==> config.mk <==
export PLATFORM = sky130hd
export DESIGN_NAME = modem_status_tracker
export DESIGN_NICKNAME = d
export VERILOG_FILES = /design/src/rtl/mst_pkg.sv /design/src/rtl/mst_sync.sv /design/src/rtl/mst_src_sel.sv /design/src/rtl/mst_delta_core.sv /design/src/rtl/modem_status_tracker.sv
export SDC_FILE = /design/constraint.sdc
export NUM_CORES = 1
export LEC_CHECK = 0
export BUFFER_PORTS_ARGS = -buffer_cell sky130_fd_sc_hd__buf_2
export CORE_MARGIN = 4
export CORE_UTILIZATION = 41
export CTS_CLUSTER_DIAMETER = 100
export CTS_CLUSTER_SIZE = 10
export DETAILED_ROUTE_END_ITERATION = 12
export HOLD_SLACK_MARGIN = 0.15
export PLACE_DENSITY = 0.75
export SLEW_MARGIN = 5
export SYNTH_ARGS = -nofsm -noshare
export SYNTH_HDL_FRONTEND = slang
export SYNTH_HIERARCHICAL = 1
export SYNTH_SLANG_ARGS = --single-unit
==> constraint.sdc <==
create_clock -name clk_i -period 2.9 [get_ports clk_i]
set_input_delay 0.58 -clock clk_i [delete_from_list [all_inputs] [get_ports clk_i]]
set_output_delay 0.58 -clock clk_i [all_outputs]
set_load 0.02 [all_outputs]
==> src/rtl/mst_pkg.sv <==
`timescale 1ns/1ps
package mst_pkg;
  localparam int unsigned NUM_LINES    = 4;
  localparam int unsigned MCR_W        = 5;
  localparam int unsigned MCR_LOOP_BIT = 4;

  // line index == flag bit index == (level bit index - NUM_LINES)
  localparam int unsigned LN_CTS = 0;
  localparam int unsigned LN_DSR = 1;
  localparam int unsigned LN_RI  = 2;
  localparam int unsigned LN_DCD = 3;

  localparam int unsigned MCR_DTR  = 0;
  localparam int unsigned MCR_RTS  = 1;
  localparam int unsigned MCR_OUT1 = 2;
  localparam int unsigned MCR_OUT2 = 3;

  function automatic logic [NUM_LINES-1:0] loop_map(input logic [MCR_W-1:0] mcr);
    logic [NUM_LINES-1:0] v;
    v         = '0;
    v[LN_CTS] = mcr[MCR_RTS];
    v[LN_DSR] = mcr[MCR_DTR];
    v[LN_RI]  = mcr[MCR_OUT1];
    v[LN_DCD] = mcr[MCR_OUT2];
    return v;
  endfunction
endpackage

==> src/rtl/mst_sync.sv <==
`timescale 1ns/1ps
module mst_sync #(
  parameter int unsigned WIDTH  = 4,
  parameter int unsigned STAGES = 2
) (
  input  logic             clk_i,
  input  logic             rst_ni,
  input  logic [WIDTH-1:0] d_i,
  output logic [WIDTH-1:0] q_o
);
  logic [WIDTH-1:0] stg_q [STAGES];

  for (genvar s = 0; s < STAGES; s++) begin : g_stage
    if (s == 0) begin : g_first
      always_ff @(posedge clk_i or negedge rst_ni) begin
        if (!rst_ni) stg_q[s] <= '0;
        else         stg_q[s] <= d_i;
      end
    end else begin : g_next
      always_ff @(posedge clk_i or negedge rst_ni) begin
        if (!rst_ni) stg_q[s] <= '0;
        else         stg_q[s] <= stg_q[s-1];
      end
    end
  end

  assign q_o = stg_q[STAGES-1];
endmodule

==> src/rtl/mst_src_sel.sv <==
`timescale 1ns/1ps
module mst_src_sel
  import mst_pkg::*;
(
  input  logic [NUM_LINES-1:0] ext_i,
  input  logic [MCR_W-1:0]     mcr_i,
  output logic [NUM_LINES-1:0] sel_o
);
  always_comb begin
    if (mcr_i[MCR_LOOP_BIT]) sel_o = loop_map(mcr_i);
    else                     sel_o = ext_i;
  end
endmodule

==> src/rtl/mst_delta_core.sv <==
`timescale 1ns/1ps
module mst_delta_core #(
  parameter int unsigned NUM_LINES = 4,
  parameter int unsigned RING_IDX  = 2,
  parameter int unsigned PRIME_CYC = 3
) (
  input  logic                 clk_i,
  input  logic                 rst_ni,
  input  logic [NUM_LINES-1:0] line_i,
  input  logic                 rd_i,
  output logic [NUM_LINES-1:0] level_o,
  output logic [NUM_LINES-1:0] delta_o
);
  localparam int unsigned CNT_W = $clog2(PRIME_CYC + 1);
  localparam logic [CNT_W-1:0] PRIME_END = CNT_W'(PRIME_CYC);

  logic [CNT_W-1:0]     prime_q;
  logic                 priming;
  logic [NUM_LINES-1:0] level_q, delta_q, hit;

  assign priming = (prime_q != PRIME_END);

  // levels follow the inputs without flags until the synchroniser holds real data
  always_ff @(posedge clk_i or negedge rst_ni) begin
    if (!rst_ni)      prime_q <= '0;
    else if (priming) prime_q <= prime_q + 1'b1;
  end

  for (genvar i = 0; i < NUM_LINES; i++) begin : g_det
    if (i == RING_IDX) begin : g_rise
      assign hit[i] = line_i[i] & ~level_q[i];
    end else begin : g_any
      assign hit[i] = line_i[i] ^ level_q[i];
    end
  end

  always_ff @(posedge clk_i or negedge rst_ni) begin
    if (!rst_ni) begin
      level_q <= '0;
      delta_q <= '0;
    end else begin
      level_q <= line_i;
      if (priming) delta_q <= '0;
      else         delta_q <= (rd_i ? '0 : delta_q) | hit;
    end
  end

  assign level_o = level_q;
  assign delta_o = delta_q;
endmodule

==> src/rtl/modem_status_tracker.sv <==
`timescale 1ns/1ps
module modem_status_tracker
  import mst_pkg::*;
#(
  parameter int unsigned SYNC_STAGES = 2
) (
  input  logic                   clk_i,
  input  logic                   rst_ni,
  input  logic [NUM_LINES-1:0]   lines_i,
  input  logic [MCR_W-1:0]       mcr_i,
  input  logic                   rd_i,
  input  logic                   msi_en_i,
  output logic [2*NUM_LINES-1:0] status_o,
  output logic                   irq_o
);
  localparam int unsigned PRIME_CYC = SYNC_STAGES + 1;

  logic [NUM_LINES-1:0] ext_sync, line_sel, level, delta;

  mst_sync #(.WIDTH(NUM_LINES), .STAGES(SYNC_STAGES)) u_sync (
    .clk_i  (clk_i),
    .rst_ni (rst_ni),
    .d_i    (lines_i),
    .q_o    (ext_sync)
  );

  mst_src_sel u_sel (
    .ext_i (ext_sync),
    .mcr_i (mcr_i),
    .sel_o (line_sel)
  );

  mst_delta_core #(
    .NUM_LINES (NUM_LINES),
    .RING_IDX  (LN_RI),
    .PRIME_CYC (PRIME_CYC)
  ) u_core (
    .clk_i   (clk_i),
    .rst_ni  (rst_ni),
    .line_i  (line_sel),
    .rd_i    (rd_i),
    .level_o (level),
    .delta_o (delta)
  );

  assign status_o = {level, delta};
  assign irq_o    = msi_en_i & (|delta);
endmodule

==> Word level (Yosys, flattened, before mapping) <==
Index checks and enable logic that the tools add are counted.
{ "totals": {"wordCells": 18, "inputBits": 13, "reg_bits": 18, "out_inout_bits": 9} }
{ "classes": {"n_reduce_logical": 1, "n_mux": 3, "n_bitwise": 7, "eq_ne": 1, "addsub": 1} }
{ "op_table": {"columns": ["operator", "count"], "rows": [
  ["$mux 4", 3],
  ["$or 4x4->4", 1],
  ["$reduce_or 4->1", 1],
  ["$xor 1x1->1", 3],
  ["$add 2x1->2 const B", 1],
  ["$and 1x1->1", 2],
  ["$ne 2x2->1 const B", 1],
  ["$not 1->1", 1]
]} }

==> Logic depth before layout (Yosys ltp) <==
Gate-level depths: netlist of run 1.
{ "depth": {"word_depth": 4, "mapped_depth": 4, "ltp_nobuf": 3} }

==> By module <==
The synthesis of run 1 kept the hierarchy.
{ "by_module_without_submodules": {"columns": ["module", "cells_each", "n_inst", "area_per_inst_um2", "seq_area_each_um2"], "rows": [
  ["mst_delta_core", 25, 1, 374.1, 250.2],
  ["mst_sync", 12, 1, 230.2, 200.2],
  ["mst_src_sel", 4, 1, 45.0, 0.0],
  ["modem_status_tracker", 1, 1, 11.3, 0.0]
]} }

==> Least setup slack after synthesis of run 1 <==
OpenSTA, ideal clock, no wires.
{ "synth_timing": {"kind": "register to output", "from": "register u_core.delta_q[1] (netlist: u_core/delta_o[1])", "to": "output port irq_o", "arrival_time_ns": 0.974, "path_buffers": 0, "path_stages_with_launch": 2, "required_ns": 2.320, "path_slack_ns": 1.346, "cell_sequence": "dfrtp_1 o41a_1"} }
{ "synth_between": {"elab_chain_len": 2} }
{ "synth_rtl": {"columns": ["item", "line_no", "text"], "rows": [
  ["start: declaration", "mst_delta_core.sv:19", "logic [NUM_LINES-1:0] level_q, delta_q, hit;"],
  ["start signal: assignment", "mst_delta_core.sv:44", "else delta_q <= (rd_i ? '0 : delta_q) | hit;"],
  ["$reduce_or 4->1", "modem_status_tracker.sv:47", "assign irq_o = msi_en_i & (|delta);"],
  ["$and 1x1->1", "modem_status_tracker.sv:47", null],
  ["end: declaration", "modem_status_tracker.sv:14", "output logic irq_o"]
]} }
Every way passes these cells.

==> Final worst setup path of run 1 <==
Ends and elaborated chain as after synthesis.

==> impl_table.tex, run 1 <==
\begin{tabular}{lr}
\hline
Metric & Value \\
\hline
\multicolumn{2}{l}{\textbf{Run status}} \\
Status & completed \\
\multicolumn{2}{l}{\textbf{Route}} \\
Wire length the detailed router placed on met1 & 440 microns \\
Drt drc & 0 \\
Total wire length after detailed routing & roughly 1100 microns \\
Via-to-Cell Ratio & 4.797 \\
Drt pass-1 iters & 3 \\
DR vias & 379 \\
Met2 wirelength from detailed routing & roughly 480 microns \\
Wire length per cell after detailed routing & 13.68 microns \\
Count of antenna-violating nets left after detailed routing & 0 \\
Routed met3 length & 104 microns \\
Highest metal used & met4 \\
Iter 0 DRT Violations & 7 \\
\multicolumn{2}{l}{\textbf{Power}} \\
Static leakage power & between 0.3 and 0.4 nW \\
Worst ir drop on vdd & between 0.0003 and 0.0004 V \\
Ratio of total power to cell area & between 600 and 700 nW/um\^{}2 \\
\multicolumn{2}{l}{\textbf{STA}} \\
Peak Freq & $\sim$540 MHz \\
Worst-Margin Slew & roughly 390 ps \\
Worst clock skew & 6.110 ps \\
Clock period minus final worst setup slack & between 1500 and 2000 ps \\
Final Cycle Share & 0.6401 \\
Total of endpoints with negative setup slack in the final report & 0 \\
Final hold violation count & 0 \\
Max-slew violation total from the final report & 0 \\
Max transition margin & 0.7419 \\
TNS Setup & 0 ps \\
RSZ-0062 raised after global routing & no \\
\multicolumn{2}{l}{\textbf{Clocking}} \\
Clock tree buffer depth & 2 \\
Num Clock Sinks & 18 \\
Clock latency at the later pin of the worst-skew pair & 300 ps \\
Post-CTS Setup Bufs & 0 \\
CTS Hold Bufs & 0 \\
Clock slew at the register clock pins of the worst setup and hold paths & 100 ps \\
Clock tree from TritonCTS & yes \\
Count of H-tree levels built during CTS & 1 \\
Clock root buffer & sky130\_fd\_sc\_hd\_\_clkbuf\_4 \\
Clock buffers created by TritonCTS & 3 \\
Resize count post-CTS & 0 \\
\multicolumn{2}{l}{\textbf{Logic synthesis}} \\
Cell accounting for the most synthesized area & sky130\_fd\_sc\_hd\_\_dfrtp\_1 \\
Gate count after technology mapping & 42 \\
Async set or reset register ratio after synthesis & 1.000 \\
Count leader, synth & sky130\_fd\_sc\_hd\_\_dfrtp\_1 \\
Fraction of post-synthesis cell area in the top cell type by area & 0.6818 \\
Number of enable-type register cells in the synthesized netlist & 0 \\
Average footprint of a synthesized cell & roughly 16 sq um \\
Top cells by instance count after synthesis & sky130\_fd\_sc\_hd\_\_dfrtp\_1, sky130\_fd\_sc\_hd\_\_nand2b\_1, sky130\_fd\_sc\_hd\_\_buf\_4, sky130\_fd\_sc\_hd\_\_mux2\_2, sky130\_fd\_sc\_hd\_\_xnor2\_1 \\
Flip-flop cell with the highest count after synthesis & sky130\_fd\_sc\_hd\_\_dfrtp\_1 \\
Count of unique library cells instantiated by Yosys & 10 \\
Biggest area contributors in the synthesized netlist & sky130\_fd\_sc\_hd\_\_dfrtp\_1, sky130\_fd\_sc\_hd\_\_mux2\_2, sky130\_fd\_sc\_hd\_\_xnor2\_1 \\
Sequential cell area fraction in the yosys report & 0.6818 \\
Syn. warnings & 6 \\
Synthesis-stage register bit count & 18 \\
Synthesized netlist net count & 56 \\
Cell Area, Synth & 660.6 sq um \\
\multicolumn{2}{l}{\textbf{Setup path}} \\
Crit path kind & reg2out \\
Nature of the critical path startpoint & register \\
Kind of capture point of the worst setup path & output pin \\
Highest fanout seen on the critical path & 3 \\
Data arrival time of the critical path & 1280 ps \\
Worst EP required & between 2000 and 2500 ps \\
\multicolumn{2}{l}{\textbf{Layout}} \\
Ratio of cells with drive above 1 in the final layout & 0.4762 \\
Signed area change from the synthesized netlist to the final layout & 19.89\% \\
Finished layout cell area & 792.0 sq um \\
Final cell count without fillers & 79 \\
Diode count & 0 \\
Post-layout nets & 78 \\
\multicolumn{2}{l}{\textbf{GRT}} \\
Wire length of the first global-routing pass & 1607 microns \\
Number of antenna violations at the first check in global routing & 0 \\
Pin count of the biggest net entering global routing & 19 \\
All-Layer GR Usage & 0.1162 \\
Vias in the first global route & 384 \\
Total overflow reported by the global router & 0 \\
\multicolumn{2}{l}{\textbf{Die}} \\
Number of I/O pins & 22 \\
Initial Util & 0.4385 \\
Placeable core region & 1506 sq um \\
Die height & 48.14 microns \\
Row count & 14 \\
Die area & 2317 sq um \\
Die X-Extent & 48.14 microns \\
\multicolumn{2}{l}{\textbf{Place}} \\
Buffers added on ports & 21 \\
Placed Area & about 760 sq um \\
Cell count after placement & 75 \\
Final Wtd Congestion & 0.6666 \\
\multicolumn{2}{l}{\textbf{Flow run}} \\
Number of max-cap violations & 0 \\
\multicolumn{2}{l}{\textbf{Hold path}} \\
Hold WC Path Type & in2async \\
\hline
\end{tabular}
-- power breakdown --
part           switching [mW]  internal [mW]  leakage [nW]
Combinational          0.0386         0.0287         0.152
Sequential            0.00995          0.269         0.202
Clock                  0.0767         0.0766        0.0210
-- per-layer routing --
metal | up-vias | global-route usage
met5 | - | 0
li1 | 179 | -
met2 | 18 | 0.1719
met3 | 5 | 0.03321
met1 | 177 | 0.1169
met4 | 0 | 0.1452
-- path summary, 6_finish.rpt --
check | slack [ps] | from | endpoint | depth (start not counted)
worst max register to register | 1780 | u_core/prime_q[0]$_DFFE_PN0N_ | u_core/prime_q[1]$_DFFE_PN0N_ | 2
max in group asynchronous | 2430 | rst_ni | u_sync/q_o[2]$_DFF_PN0_ | 1
worst min-delay path | 190 | rst_ni | u_core/prime_q[0]$_DFFE_PN0N_ | 1
worst max-delay path | 1040 | u_core/delta_o[1]$_DFF_PN0_ | irq_o | 2
min in group clk_i | 360 | u_sync/stg_q[6]$_DFF_PN0_ | u_sync/q_o[2]$_DFF_PN0_ | 0
worst min register to register | 360 | u_sync/stg_q[6]$_DFF_PN0_ | u_sync/q_o[2]$_DFF_PN0_ | 0
-- worst max-delay path, cell delays in order (launching register included) --
cell and delay, ps:
sky130_fd_sc_hd__dfrtp_1 400, sky130_fd_sc_hd__o41a_1 420, sky130_fd_sc_hd__buf_2 160
-- logic make-up (layout without fill, tap and decap cells) --
kind of cell | Yosys count | count (layout) | synth area share
AO/OA/AOI/OAI | 5 | 5 | 0.06250
AND/OR/NAND/NOR | 5 | 5 | 0.04735
XOR/XNOR | 4 | 4 | 0.05302
multiplexers | 5 | 5 | 0.09090
buffers and inverters | 4 | 25 | 0.04546
adder cells (fa/ha/maj) | 1 | 1 | 0.01894
flip-flops | 18 | 18 | 0.6818
-- cell usage in the layout (no fill, tap or decap) --
cell / instances
sky130_fd_sc_hd__mux2_4: 1
sky130_fd_sc_hd__clkbuf_8: 1
sky130_fd_sc_hd__mux2_2: 4
sky130_fd_sc_hd__o41a_1: 1
sky130_fd_sc_hd__buf_2: 21
sky130_fd_sc_hd__dfrtp_1: 18
sky130_fd_sc_hd__xnor2_1: 4
sky130_fd_sc_hd__clkbuf_4: 3
sky130_fd_sc_hd__a21boi_1: 3
sky130_fd_sc_hd__nand2b_1: 5
sky130_fd_sc_hd__a21boi_0: 1
sky130_fd_sc_hd__ha_1: 1
-- registers in the layout (all words and copies together) (netlist names) --
signal / cells
u_core/level_o: 4
u_sync/stg_q: 4
u_core/delta_o: 4
u_core/prime_q: 2
u_sync/q_o: 4
-- final cells by class --
| cell class | instances | area, sq um |
|---|---|---|
| fillers | 133 | 714.4 |
| flip-flops and latches | 18 | 450.4 |
| multi-input cells | 20 | 180.2 |
| repair buffers | 21 | 105.1 |
| clock buffers | 4 | 36.28 |
| well taps | 16 | 20.02 |
-- per-stage QoR --
stage	setup WS [ps]	hold slack (ps)	total power [mW]	util
after floorplan	1346	284.4	0.3246	-
after global placement	1369	332.5	0.3508	0.5017
after detailed placement	1369	340.3	0.3534	0.5017
after CTS	1025	188.6	0.5074	0.5257
after global routing	990.4	202.9	0.5221	0.5257
final	1044	188.7	0.4996	0.5257
No activity file was read; power rests on OpenSTA's default activity.
==> run 2, diff against run 1 <==
Settings changed: PLACE_DENSITY 0.75 to 0.78.
Clock period 2.9 ns to 1.55 ns, I/O delays scaled along.
==> run 2 against run 1 <==
Cell count rose by 7.6%. Global-route usage rose by 0.28 points. Critical endpoint unchanged. Clock skew fell by 4.3 ps. Sequential share of layout area fell by 4.2 points. The run now ends with setup timing left.
==> impl_table.tex, run 2 (synthesis results as in run 1) <==
\begin{tabular}{lr}
\hline
Metric & Value \\
\hline
\multicolumn{2}{l}{\textbf{Route}} \\
Count of antenna-violating nets left after detailed routing & 0 (unchanged) \\
Drt pass-1 iters & 1 (-2) \\
Iter 0 DRT Violations & 0 (-7) \\
Via-to-Cell Ratio & 4.565 (-4.9\%) \\
Wire length per cell after detailed routing & 13.31 microns (-2.8\%) \\
Drt drc & 0 (unchanged) \\
Total wire length after detailed routing & 1131 microns (+4.6\%) \\
DR vias & 388 (+2.4\%) \\
\multicolumn{2}{l}{\textbf{Setup path}} \\
Data arrival time of the critical path & 1240 ps (-40 ps) \\
Highest fanout seen on the critical path & 2 (-1) \\
Highest cell delay on the worst timing path & 430 ps (about the same) \\
Slowest stage cell, crit path & sky130\_fd\_sc\_hd\_\_o41a\_1 \\
Crit path kind & reg2out \\
Kind of capture point of the worst setup path & output pin \\
Worst EP required & 1240 ps (-1080 ps) \\
Ordered list of cells on the worst path & o41a\_1 -> buf\_6 \\
Worst-case register-to-register setup slack & 400 ps (-1380 ps) \\
Nature of the critical path startpoint & register \\
\multicolumn{2}{l}{\textbf{STA}} \\
TNS Setup & -4.509 ps (-4.509 ps) \\
Worst-Margin Slew & 368.5 ps (-18.75 ps) \\
Max transition margin & 0.7544 (+0.01250) \\
Smallest setup slack after layout & -4.509 ps (-1048 ps) \\
Final hold violation count & 0 (unchanged) \\
Max-slew violation total from the final report & 0 (unchanged) \\
Worst clock skew & 1.831 ps (-4.279 ps) \\
RSZ-0062 raised after global routing & yes \\
Final Cycle Share & 1.003 \\
Peak Freq & 643.3 MHz \\
Total of endpoints with negative setup slack in the final report & 1 (+1) \\
Clock period minus final worst setup slack & 1555 ps \\
\multicolumn{2}{l}{\textbf{Clocking}} \\
Clock slew at the register clock pins of the worst setup and hold paths & 100 ps (about the same) \\
Clock buffers created by TritonCTS & 3 (unchanged) \\
Num Clock Sinks & 18 (unchanged) \\
Clock tree buffer depth & 2 (unchanged) \\
Clock tree from TritonCTS & yes \\
Clock root buffer & sky130\_fd\_sc\_hd\_\_clkbuf\_4 \\
Clock latency at the later pin of the worst-skew pair & 280 ps (-20 ps) \\
Count of H-tree levels built during CTS & 1 (unchanged) \\
\multicolumn{2}{l}{\textbf{Layout}} \\
Post-layout nets & 84 (+7.7\%) \\
Diode count & 0 (unchanged) \\
Most common cell after layout, fill and taps aside & sky130\_fd\_sc\_hd\_\_buf\_2 \\
Final core area utilization & 0.5681 (+0.04236) \\
Multi-input logic area & 180.2 sq um (unchanged) \\
Final cell count without fillers & 85 (+7.6\%) \\
FILL cells & 131 (-1.5\%) \\
Signed area change from the synthesized netlist to the final layout & 29.55\% \\
Ratio of cells with drive above 1 in the final layout & 0.4493 (-0.02692) \\
Area occupied by registers & 450.4 sq um (unchanged) \\
Most used cells in the layout excluding fill and tap cells & sky130\_fd\_sc\_hd\_\_buf\_2, sky130\_fd\_sc\_hd\_\_dfrtp\_1, sky130\_fd\_sc\_hd\_\_dlygate4sd3\_1, sky130\_fd\_sc\_hd\_\_nand2b\_1 \\
\multicolumn{2}{l}{\textbf{Flow run}} \\
Number of max-cap violations & 0 (unchanged) \\
\multicolumn{2}{l}{\textbf{GRT}} \\
Vias in the first global route & 462 (+20\%) \\
Number of antenna violations at the first check in global routing & 0 (unchanged) \\
All-Layer GR Usage & 0.1190 (+0.002839) \\
Wire length of the first global-routing pass & 1835 microns (+14\%) \\
Pin count of the biggest net entering global routing & 19 (unchanged) \\
Total overflow reported by the global router & 0 (unchanged) \\
\multicolumn{2}{l}{\textbf{Run status}} \\
Status & complete, but fails checks \\
Violations in the final reports & setup timing \\
\multicolumn{2}{l}{\textbf{Power}} \\
Static leakage power & 0.4021 nW (+7.4\%) \\
Share of total power consumed by net switching & 0.2414 (-0.009303) \\
Part of the power in combinational logic & 0.153 (+0.018) \\
Share of power burned in registers & 0.553 (-0.005) \\
Clock network power share & 0.293 (-0.014) \\
Net Sw Power & 0.2276 mW (+82\%) \\
Worst ir drop on vdd & 0.0007498 V (+130\%) \\
Power Internal & 0.7152 mW (+91\%) \\
Ratio of total power to cell area & 1102 nW/um\^{}2 (+75\%) \\
\multicolumn{2}{l}{\textbf{Die}} \\
Die area & 2317 sq um (unchanged) \\
Initial Util & 0.4385 (unchanged) \\
Placeable core region & 1506 sq um (unchanged) \\
Die height & 48.14 microns (unchanged) \\
Die X-Extent & 48.14 microns (unchanged) \\
Row count & 14 (unchanged) \\
Number of I/O pins & 22 (unchanged) \\
\multicolumn{2}{l}{\textbf{Place}} \\
Estimated wirelength of the detail-placed design & 825.2 microns \\
Final Wtd Congestion & 0.6864 (+3.0\%) \\
Buffers added on ports & 21 (unchanged) \\
Cell count after placement & 75 (unchanged) \\
\multicolumn{2}{l}{\textbf{Hold path}} \\
Hold WC Path Type & in2reg \\
\hline
\end{tabular}
## run 2: cell count changes in the layout (fill, tap and decap cells not counted), sizes merged
cell	delta
buf	+1
dlygate4sd3	+5
## run 2: worst max-delay path: cells and delay by family (launching register included)
| kind | cells | cell delay [ps] |
|---|---|---|
| buffers and inverters | 1 | 140 |
| AO/OA/AOI/OAI | 1 | 430 |
| flip-flops | 1 | 390 |
## run 2: path summary, 6_finish.rpt
kind / from / to / cells past startpoint
max in group asynchronous: rst_ni / u_core/delta_o[3]$_DFF_PN0_ / 2
worst min-delay path: mcr_i[2] / u_core/level_o[2]$_DFF_PN0_ / 2
worst max-delay path: u_core/delta_o[1]$_DFF_PN0_ / irq_o / 2
worst max register to register: u_core/prime_q[0]$_DFFE_PN0N_ / u_core/prime_q[1]$_DFFE_PN0N_ / 2
worst min register to register: u_sync/stg_q[5]$_DFF_PN0_ / u_sync/q_o[1]$_DFF_PN0_ / 0
min in group asynchronous: rst_ni / u_sync/stg_q[5]$_DFF_PN0_ / 2
## run 2: layout make-up
cell class | count | area share
sequential | 18 | 0.5263
tap | 16 | 0.02339
timing repair buffer | 27 | 0.1974
multi-input combinational | 20 | 0.2105
clock buffer | 4 | 0.04240
## run 2: per-stage QoR
stage | worst slack, ps | power (mW) | cell area (sq um) | hold slack (ps)
3_5_place_dp | 286.9 | 0.6601 | 755.7 | 252.3
4_1_cts | -26.55 | 0.9576 | 855.8 | 271.1
6_report | -4.509 | 0.9428 | 855.8 | 283.3
3_3_place_gp | 312.3 | 0.6542 | 755.7 | 242.9
5_1_grt | -53.25 | 0.9914 | 855.8 | 277.8
2_1_floorplan | 266.3 | 0.6072 | 660.6 | 14.41
## run 2: routing by layer
layer | track usage | vias to the layer above | part of all wire
li1 | - | 193 | -
met1 | 0.1140 | 182 | 0.36
met2 | 0.2318 | 13 | 0.57
met3 | 0.04428 | 0 | 0.067
met4 | 0.03226 | 0 | 0
met5 | 0 | - | 0
## run 2: power by group through the flow
stage / sequential (mW) / clock, mW / combinational (mW)
finish: 0.522 / 0.277 / 0.145
detailed placement: 0.532 / 0 / 0.128
CTS: 0.522 / 0.289 / 0.147
global route: 0.526 / 0.306 / 0.160
floorplan: 0.561 / 0 / 0.0467
global placement: 0.529 / 0 / 0.125
## run 2: repair_timing
| item | CTS | global route |
|---|---|---|
| gates resized for setup | 2 | 0 |
| setup buffers | 1 | 0 |
| cloned | 0 | 0 |
| hold buffers | 5 | 0 |
| endpoints found under the hold margin | 22 | 0 |
| setup endpoints to repair | 1 | 1 |
==> run 3, diff against run 2 <==
Settings changed: CTS_BUF_LIST from default to sky130_fd_sc_hd__clkbuf_4 sky130_fd_sc_hd__clkbuf_8, PLACE_DENSITY 0.78 to 0.75.
Clock period 1.55 ns to 1.7 ns, I/O delays scaled along.
==> run 3 against run 2 <==
Combinational power shrank 15%. Cell count shrank 1.2%. Critical endpoint unchanged. Power shrank 9.4%. First-iteration DRC count grew 1. Count of clock-buffer cells in the layout is the same. Register-to-register slack gained 180 ps. Clock power shrank 7.9%. The run now ends clean.
==> impl_table.tex, run 3 (synthesis results as in run 1) <==
\begin{tabular}{lr}
\hline
Metric & Value \\
\hline
\multicolumn{2}{l}{\textbf{Run status}} \\
Status & completed \\
\multicolumn{2}{l}{\textbf{Layout}} \\
Post-layout nets & 83 (-1.2\%) \\
Final core area utilization & 0.5590 (-0.009136) \\
Ratio of cells with drive above 1 in the final layout & 0.4412 (-0.008099) \\
Diode count & 0 (unchanged) \\
Finished layout cell area & 842.1 sq um (-1.6\%) \\
Signed area change from the synthesized netlist to the final layout & 27.46\% \\
Most used cells in the layout excluding fill and tap cells & sky130\_fd\_sc\_hd\_\_buf\_2, sky130\_fd\_sc\_hd\_\_dfrtp\_1, sky130\_fd\_sc\_hd\_\_dlygate4sd3\_1, sky130\_fd\_sc\_hd\_\_nand2b\_1 \\
Final cell count without fillers & 84 (-1.2\%) \\
Most common cell after layout, fill and taps aside & sky130\_fd\_sc\_hd\_\_buf\_2 \\
\multicolumn{2}{l}{\textbf{Clocking}} \\
Count of H-tree levels built during CTS & 1 (unchanged) \\
Clock buffers created by TritonCTS & 3 (unchanged) \\
Clock tree buffer depth & 2 (unchanged) \\
Num Clock Sinks & 18 (unchanged) \\
Clock slew at the register clock pins of the worst setup and hold paths & 100 ps (about the same) \\
Clock tree from TritonCTS & yes \\
Clock latency at the later pin of the worst-skew pair & 280 ps (about the same) \\
Clock root buffer & sky130\_fd\_sc\_hd\_\_clkbuf\_4 \\
\multicolumn{2}{l}{\textbf{Setup path}} \\
R2R depth & 2 (unchanged) \\
Slowest stage cell, crit path & sky130\_fd\_sc\_hd\_\_o41a\_1 \\
Crit path kind & reg2out \\
Highest fanout seen on the critical path & 3 (+1) \\
R2r startpoint & u\_core/prime\_q[0]\$\_DFFE\_PN0N\_ \\
Nature of the critical path startpoint & register \\
Highest cell delay on the worst timing path & 420 ps (about the same) \\
Worst-case register-to-register setup slack & 580 ps (+180 ps) \\
Top delay family on crit path & compound AO/OA/AOI/OAI gates \\
Bufs and invs on worst path & 1 (unchanged) \\
Worst EP required & 1360 ps (+120 ps) \\
Data arrival time of the critical path & 1270 ps (+30 ps) \\
Reg-to-reg critical path endpoint & u\_core/prime\_q[1]\$\_DFFE\_PN0N\_ \\
Ordered list of cells on the worst path & o41a\_1 -> buf\_2 \\
Kind of capture point of the worst setup path & output pin \\
\multicolumn{2}{l}{\textbf{Route}} \\
Wire length per cell after detailed routing & 12.62 microns (-5.2\%) \\
Drt pass-1 iters & 2 (+1) \\
Drt drc & 0 (unchanged) \\
Iter 0 DRT Violations & 1 (+1) \\
Total wire length after detailed routing & 1060 microns (-6.3\%) \\
Via-to-Cell Ratio & 4.643 (+1.7\%) \\
Count of antenna-violating nets left after detailed routing & 0 (unchanged) \\
DR vias & 390 (+0.52\%) \\
\multicolumn{2}{l}{\textbf{Flow run}} \\
Number of max-cap violations & 0 (unchanged) \\
\multicolumn{2}{l}{\textbf{STA}} \\
TNS Setup & 0 ps (+4.509 ps) \\
Clock period minus final worst setup slack & 1612 ps \\
Total of endpoints with negative setup slack in the final report & 0 (-1) \\
Final Cycle Share & 0.9483 \\
Smallest setup slack after layout & 87.84 ps (+92.35 ps) \\
Final hold violation count & 0 (unchanged) \\
Fin Hold WS & 309.6 ps (+26.31 ps) \\
Worst clock skew & 2.773 ps (+0.9418 ps) \\
RSZ-0062 raised after global routing & no \\
Max transition margin & 0.7479 (-0.006502) \\
Peak Freq & around 620 MHz \\
Worst-Margin Slew & 378.2 ps (+9.753 ps) \\
Max-slew violation total from the final report & 0 (unchanged) \\
\multicolumn{2}{l}{\textbf{Place}} \\
Worst setup slack before clock tree synthesis & 398.2 ps (+111.3 ps) \\
Cell count after placement & 75 (unchanged) \\
Buffers added on ports & 21 (unchanged) \\
Placed Area & 755.7 sq um (unchanged) \\
Final Wtd Congestion & 0.7317 (+6.6\%) \\
\multicolumn{2}{l}{\textbf{Power}} \\
Static leakage power & 0.3954 nW (-1.7\%) \\
Part of the power in combinational logic & 0.144 (-0.009) \\
Worst ir drop on vdd & 0.0006249 V (-17\%) \\
Total Power & 0.8543 mW (-9.4\%) \\
Net Sw Power & 0.2087 mW (-8.3\%) \\
Power Internal & 0.6456 mW (-9.7\%) \\
Ratio of total power to cell area & 1015 nW/um\^{}2 (-7.9\%) \\
Clock network power share & 0.298 (+0.005) \\
Share of power burned in registers & 0.558 (+0.005) \\
Share of total power consumed by net switching & 0.2443 (+0.002855) \\
\multicolumn{2}{l}{\textbf{GRT}} \\
Pin count of the biggest net entering global routing & 19 (unchanged) \\
Number of antenna violations at the first check in global routing & 0 (unchanged) \\
All-Layer GR Usage & 0.1103 (-0.008648) \\
Vias in the first global route & 420 (-9.1\%) \\
Wire length of the first global-routing pass & 1683 microns (-8.3\%) \\
Total overflow reported by the global router & 0 (unchanged) \\
\multicolumn{2}{l}{\textbf{Die}} \\
Row count & 14 (unchanged) \\
Number of I/O pins & 22 (unchanged) \\
Die height & 48.14 microns (unchanged) \\
Placeable core region & 1506 sq um (unchanged) \\
Initial Util & 0.4385 (unchanged) \\
Die area & 2317 sq um (unchanged) \\
Die X-Extent & 48.14 microns (unchanged) \\
\multicolumn{2}{l}{\textbf{Hold path}} \\
Hold WC Path Type & in2reg \\
Capture endpoint of the worst hold path & u\_core/level\_o[2]\$\_DFF\_PN0\_ \\
Worst Min Path Start & mcr\_i[2] \\
Worst hold path stage count & 2 (unchanged) \\
\hline
\end{tabular}
==> run 3: cell count changes in the layout (fill, tap and decap cells not counted) <==
cell	delta
sky130_fd_sc_hd__buf_4	-1
sky130_fd_sc_hd__buf_6	-1
sky130_fd_sc_hd__buf_2	+1
==> run 3: timing repair <==
action	CTS	global route
hold endpoints to repair	21	1
gates resized for setup	0	0
hold buffers	4	1
buffers inserted	0	0
==> run 3: layout make-up <==
class / instances / area, sq um
Sequential cell: 18 / 450.4
Multi-Input combinational cell: 20 / 180.2
Clock buffer: 4 / 36.28
Tap cell: 16 / 20.02
Timing Repair Buffer: 26 / 155.1
Fill cell: 141 / 664.4
==> run 3: how the worst max path moves through the flow <==
stage                        to  cells past startpoint                   startpoint  slack [ps]
after floorplan           irq_o                      1  u_core/delta_o[1]$_DFF_PN0_         390
after global placement    irq_o                      2  u_core/delta_o[1]$_DFF_PN0_         420
after detailed placement  irq_o                      2  u_core/delta_o[1]$_DFF_PN0_         400
after CTS                 irq_o                      2  u_core/delta_o[1]$_DFF_PN0_          70
after global routing      irq_o                      2  u_core/delta_o[1]$_DFF_PN0_          40
final                     irq_o                      2  u_core/delta_o[1]$_DFF_PN0_          90
==> run 3: power by group through the flow <==
stage | sequential (mW) | combinational (mW) | clock [mW]
after global placement | 0.483 | 0.116 | 0
after global routing | 0.480 | 0.136 | 0.291
after floorplan | 0.511 | 0.0426 | 0
after CTS | 0.477 | 0.125 | 0.269
after detailed placement | 0.485 | 0.117 | 0
final | 0.476 | 0.123 | 0.255
==> run 3: per-layer routing <==
layer | vias up | track usage | wire (microns)
li1 | 188 | - | -
met1 | 187 | 0.1108 | 423
met2 | 15 | 0.1953 | 536
met3 | 0 | 0.03690 | 100
met4 | 0 | 0.06452 | 0
met5 | - | 0 | 0
==> run 3: worst register-to-register path, delay by kind of cell, from the launching register on <==
| family | cells | cell delay (ps) |
|---|---|---|
| fa+ha+maj | 1 | 290 |
| flops | 1 | 410 |
| mux | 1 | 320 |
